`src/rtl/refsteer_pkg.sv`:
```
`timescale 1ns/1ps
package refsteer_pkg;
  localparam int unsigned R_MIN = 3;

  typedef enum logic [1:0] {
    LAST_NONE = 2'd0,
    LAST_FR   = 2'd1,
    LAST_FV   = 2'd2
  } last_e;
endpackage

```
`src/rtl/ref_div.sv`:
```
`timescale 1ns/1ps
module ref_div #(
  parameter int unsigned RW = 14
) (
  input  logic          clk_i,
  input  logic          rst_ni,
  input  logic [RW-1:0] div_r_i,
  output logic          fr_o
);
  import refsteer_pkg::*;

  localparam logic [RW-1:0] R_FLOOR = RW'(R_MIN);

  logic [RW-1:0] r_eff;
  logic [RW-1:0] cnt_q;
  logic          wrap;
  logic          fr_q;

  assign r_eff = (div_r_i < R_FLOOR) ? R_FLOOR : div_r_i;
  // >= so a shrinking R wraps at once instead of running to overflow
  assign wrap  = (cnt_q >= (r_eff - RW'(1)));

  always_ff @(posedge clk_i or negedge rst_ni) begin
    if (!rst_ni) begin
      cnt_q <= '0;
      fr_q  <= 1'b0;
    end else begin
      cnt_q <= wrap ? '0 : cnt_q + RW'(1);
      fr_q  <= wrap;
    end
  end

  assign fr_o = fr_q;

  p_fr_width_r1: assert property (@(posedge clk_i) disable iff (!rst_ni)
    fr_q |=> !fr_q);
  p_fr_floor_r2: assert property (@(posedge clk_i) disable iff (!rst_ni)
    (fr_q && !$past(fr_q)) |=> (!fr_q ##1 !fr_q));
endmodule

```
`src/rtl/edge_rise.sv`:
```
`timescale 1ns/1ps
module edge_rise (
  input  logic clk_i,
  input  logic rst_ni,
  input  logic sig_i,
  output logic rise_o
);
  logic d_q;

  always_ff @(posedge clk_i or negedge rst_ni) begin
    if (!rst_ni) d_q <= 1'b0;
    else         d_q <= sig_i;
  end

  assign rise_o = sig_i & ~d_q;

  p_rise_once_r10: assert property (@(posedge clk_i) disable iff (!rst_ni)
    rise_o |=> !rise_o);
endmodule

```
`src/rtl/steer_ctrl.sv`:
```
`timescale 1ns/1ps
module steer_ctrl (
  input  logic clk_i,
  input  logic rst_ni,
  input  logic fr_ev_i,
  input  logic fv_ev_i,
  output logic charge_o,
  output logic steer_oe_o,
  output logic steer_drv_o,
  output logic lock_o
);
  import refsteer_pkg::*;

  last_e last_q, last_d;
  logic  charge_q, charge_d;
  logic  oe_q, oe_d;
  logic  drv_q, drv_d;
  logic  lock_q;

  always_comb begin
    last_d   = last_q;
    charge_d = charge_q;
    oe_d     = 1'b0;
    drv_d    = 1'b0;
    unique case ({fr_ev_i, fv_ev_i})
      2'b11: begin
        last_d   = LAST_NONE;
        charge_d = 1'b0;
      end
      2'b10: begin
        if (last_q == LAST_FR) begin
          oe_d  = 1'b1;
          drv_d = 1'b1;
        end
        last_d   = LAST_FR;
        charge_d = 1'b1;
      end
      2'b01: begin
        if (last_q == LAST_FV) begin
          oe_d  = 1'b1;
          drv_d = 1'b0;
        end
        last_d   = LAST_FV;
        charge_d = 1'b0;
      end
      default: ;
    endcase
  end

  always_ff @(posedge clk_i or negedge rst_ni) begin
    if (!rst_ni) begin
      last_q   <= LAST_NONE;
      charge_q <= 1'b0;
      oe_q     <= 1'b0;
      drv_q    <= 1'b0;
      lock_q   <= 1'b1;
    end else begin
      last_q   <= last_d;
      charge_q <= charge_d;
      oe_q     <= oe_d;
      drv_q    <= drv_d;
      lock_q   <= ~oe_d;
    end
  end

  assign charge_o    = charge_q;
  assign steer_oe_o  = oe_q;
  assign steer_drv_o = drv_q;
  assign lock_o      = lock_q;

  p_fv_ends_charge_r3: assert property (@(posedge clk_i) disable iff (!rst_ni)
    fv_ev_i |=> !charge_q);
  p_charge_start_r3: assert property (@(posedge clk_i) disable iff (!rst_ni)
    $rose(charge_q) |-> $past(fr_ev_i && !fv_ev_i));
  p_both_quiet_r4: assert property (@(posedge clk_i) disable iff (!rst_ni)
    (fr_ev_i && fv_ev_i) |=> (!oe_q && !charge_q));
  p_slow_src_r5: assert property (@(posedge clk_i) disable iff (!rst_ni)
    (oe_q && drv_q) |-> $past(fr_ev_i && !fv_ev_i));
  p_fast_src_r6: assert property (@(posedge clk_i) disable iff (!rst_ni)
    (oe_q && !drv_q) |-> $past(fv_ev_i && !fr_ev_i));
  p_oe_single_r7: assert property (@(posedge clk_i) disable iff (!rst_ni)
    oe_q |=> !oe_q);
endmodule

```
`src/rtl/refdiv_steer.sv`:
```
`timescale 1ns/1ps
module refdiv_steer #(
  parameter int unsigned RW = 14
) (
  input  logic          clk_i,
  input  logic          rst_ni,
  input  logic [RW-1:0] div_r_i,
  input  logic          fv_i,
  output logic          fr_o,
  output logic          charge_o,
  output logic          steer_oe_o,
  output logic          steer_drv_o,
  output logic          lock_o
);
  logic fr_pulse;
  logic fv_rise;

  ref_div #(.RW(RW)) u_div (
    .clk_i   (clk_i),
    .rst_ni  (rst_ni),
    .div_r_i (div_r_i),
    .fr_o    (fr_pulse)
  );

  edge_rise u_fv_edge (
    .clk_i  (clk_i),
    .rst_ni (rst_ni),
    .sig_i  (fv_i),
    .rise_o (fv_rise)
  );

  steer_ctrl u_steer (
    .clk_i       (clk_i),
    .rst_ni      (rst_ni),
    .fr_ev_i     (fr_pulse),
    .fv_ev_i     (fv_rise),
    .charge_o    (charge_o),
    .steer_oe_o  (steer_oe_o),
    .steer_drv_o (steer_drv_o),
    .lock_o      (lock_o)
  );

  assign fr_o = fr_pulse;

  p_lock_vs_oe_r8: assert property (@(posedge clk_i) disable iff (!rst_ni)
    (lock_o == !steer_oe_o));
endmodule

```
`config.mk`:
```
export PLATFORM = sky130hd
export DESIGN_NAME = refdiv_steer
export DESIGN_NICKNAME = d
export VERILOG_FILES = /design/src/rtl/refsteer_pkg.sv /design/src/rtl/ref_div.sv /design/src/rtl/edge_rise.sv /design/src/rtl/steer_ctrl.sv /design/src/rtl/refdiv_steer.sv
export SDC_FILE = /design/constraint.sdc
export NUM_CORES = 1
export LEC_CHECK = 0
export BUFFER_PORTS_ARGS = -buffer_cell sky130_fd_sc_hd__buf_2
export CAP_MARGIN = 30
export CORE_MARGIN = 4
export CORE_UTILIZATION = 23
export DETAILED_ROUTE_END_ITERATION = 10
export PLACE_DENSITY_LB_ADDON = 0.08
export SKIP_LAST_GASP = 1
export SYNTH_ARGS = -nofsm -noshare
export SYNTH_HDL_FRONTEND = slang
export SYNTH_SLANG_ARGS = --single-unit
export TNS_END_PERCENT = 30
```
`constraint.sdc`:
```
create_clock -name clk_i -period 4.3 [get_ports clk_i]
set_clock_uncertainty 0.05 [all_clocks]
set_input_delay 0.43 -clock clk_i [delete_from_list [all_inputs] [get_ports clk_i]]
set_output_delay 0.43 -clock clk_i [all_outputs]
set_load 0.01 [all_outputs]
```
==> out/results.ini <==
[run_status]
status=finished, final reports clean

[synthesis]
netlist_top_cells_count=21 x dfrtp_1, 21 x ha_1, 16 x xor2_1, 13 x a211oi_1, 9 x nand2_1
netlist_instances=159
ys.warnings.count=0
synth_nets=197
syn_area_mm2=0.001600
syn_avg_cell_area_um2=10.06
synth_edf_count=0
ys_ff_latch=22
synthTopCellsByArea=dfrtp_1 33%, ha_1 16%, xor2_1 8.8%
synth_async_sr_flop_share_pct=100.0
yosysTopAreaCellShare_pct=32.84
yosysTopAreaCell=dfrtp_1
ys_types=36
synth-main-ff-cell=dfrtp_1
yosysSeqAreaShare_pct=34.48

[floorplan]
rows=30
dieWidth_um=91.42
dieArea_mm2=0.008357
boundaryPins=22
initial_core_util_pct=23.55
die_h_um=91.42
core_area_mm2=0.006794

[timing]
hold_viol_final=0
period_needed_ps=3757
max_freq_mhz=266.1
slew_headroom_pct=66.15
setup_viol=0
rsz0062_at_grt=false
finalCritPeriodShare_pct=87.38
fin_setup_tns_ps=0
maxSlewViolCount=0
worst_pin_slew_ps=507.7
setup_ws_ps=542.5

[global_routing]
antenna_found_initial=0
grt_usage_pct=9.813
grt_pass1_vias=1352
grt_max_degree=23
grt_overflow=0
grt_pass1_wl_um=6720

[critical_path]
critPathMaxFanout=15
rr_startpoint=u_div.cnt_q[7]
cp_cell_sequence=buf_2 > or4_4 > or4_4 > a2111oi_4 > nor2_1 > ha_1 > nand2_1 > nor3_1 > xnor2_1 > ha_1 > a41o_1 > a21oi_1 > o221ai_1 > buf_4 > a211oi_1
crit_start=div_r_i[10]
reg2regPathDepth=6
rrSetupSlack_ps=2450
worstPathArrival_ps=3880
endpoint_kind=flop
crit_slowest_cell=or4_4
r2r-end=u_div.cnt_q[10]
crit_end=u_div.cnt_q[10]
worstSetupPathType=in2reg
critical_path_required_ps=4420
cp_slowest_stage_delay_ps=550
start_kind=primary input

[clocking]
h-tree-depth=1
cts_tree=built
path_clk_slew_ps=80
cts_buffer_depth=2
cts_buffers=3
root_buffer=clkbuf_8
worstSkewPairLatency_ps=260
clock_sinks=22
postCtsResizedCells=0
cts.hold.buffers_added=0
cts_setup_buffers=0

[drt]
drt_wl_total_um=3859
viasPerCell=4.594
wl_per_cell_um=13.88
drtIter0Drc=42
antenna_left=0
drc=0
via_count=1277
dr.pass1.iters=4

[power]
p_per_area_mw_per_mm2=341.4
p_leak_nw=0.8418
peakVddDrop_mv=0.09274

[min_path]
hp-class=in2async

[finish]
area_growth_pct=17.75
nets=221
drive_gt1_share_pct=18.68
n_antenna_cell=0
seq_area_um2=551.8
fin_util_pct=27.73
multi_input_area_mm2=0.001011
layout.cells.non_filler=278
nFillCells=732

[job]
drv_cap=0

[place]
dp_hpwl_um=2967
port_buffers=21
placed_cells=274
gp_congestion=0.8687
place_ws_ps=249.2

## worst max-delay path: cells and delay by family
family,cells,cell delay [ps]
XOR/XNOR,1,130
AND/OR/NAND/NOR,5,1350
buffers and inverters,2,320
AO/OA/AOI/OAI,5,1080
adder cells (fa/ha/maj),2,560
## flip-flops by register name (all words and copies together) (netlist names)
name / flops
u_steer.charge_o: 1
u_fv_edge.d_q: 1
u_div.fr_o: 1
u_steer.lock_o: 1
u_steer.last_q: 2
u_steer.steer_drv_o: 1
u_div.cnt_q: 14
u_steer.steer_oe_o: 1
## report_power, final
part	total [W]	internal, W	switching [W]
clock	0.000153	0.0000817	0.0000708
combinational	0.000203	0.0000835	0.000119
sequential	0.000288	0.000241	0.0000467
total	0.000643	0.000407	0.000237
## stage by stage
step                      hold slack (ps)  instance area, um2  total power [W]
final                               74.60                1884        0.0006433
after global routing                119.1                1884        0.0006899
after CTS                           100.3                1884        0.0006472
after detailed placement            388.5                1829        0.0004938
after global placement              392.6                1829        0.0004876
after floorplan                     84.41                1600        0.0004156
## metal layers
layer / global-route usage [%] / vias up / routed length [um]
li1: - / 647 / -
met1: 12.80 / 598 / 1879
met2: 16.07 / 26 / 1757
met3: 1.491 / 6 / 155
met4: 4.020 / 0 / 67
met5: 0 / - / 0
## how the worst min path moves through the flow
stage / slack, ps / start / to / cells after the start
floorplan: 80 / rst_ni / u_div.cnt_q[0] / 0
global placement: 390 / rst_ni / u_div.cnt_q[8] / 1
detailed placement: 390 / rst_ni / u_div.cnt_q[8] / 1
CTS: 100 / rst_ni / u_div.cnt_q[8] / 1
global route: 120 / rst_ni / u_div.cnt_q[8] / 1
finish: 70 / rst_ni / u_div.cnt_q[8] / 1
## cell type report
type,instances,area share (%)
inverter,5,0.9960
tap,96,6.374
clock buffer,4,2.922
multi-input combinational,127,53.65
timing repair buffer,24,6.773
sequential,22,29.28
## placed cells by master, fill, tap and decap left out, types with 5 or more instances in the layout
master,Yosys,routed
nand3_1,6,6
nand4_1,8,8
buf_2,0,21
a21oi_1,7,7
nand2_1,9,9
ha_1,21,21
inv_1,5,5
xor2_1,16,16
nor2_1,8,8
dfrtp_1,21,21
a211oi_1,13,13
## cell families after synthesis
kind of cell / count (synthesis) / synth area share (%)
AO/OA/AOI/OAI: 34 / 16.42
buffers and inverters: 10 / 2.346
multiplexers: 2 / 1.407
adder cells (fa/ha/maj): 21 / 16.42
flip-flops: 22 / 34.48
AND/OR/NAND/NOR: 50 / 17.98
XOR/XNOR: 20 / 10.95
No activity file was read; power rests on OpenSTA's default activity.
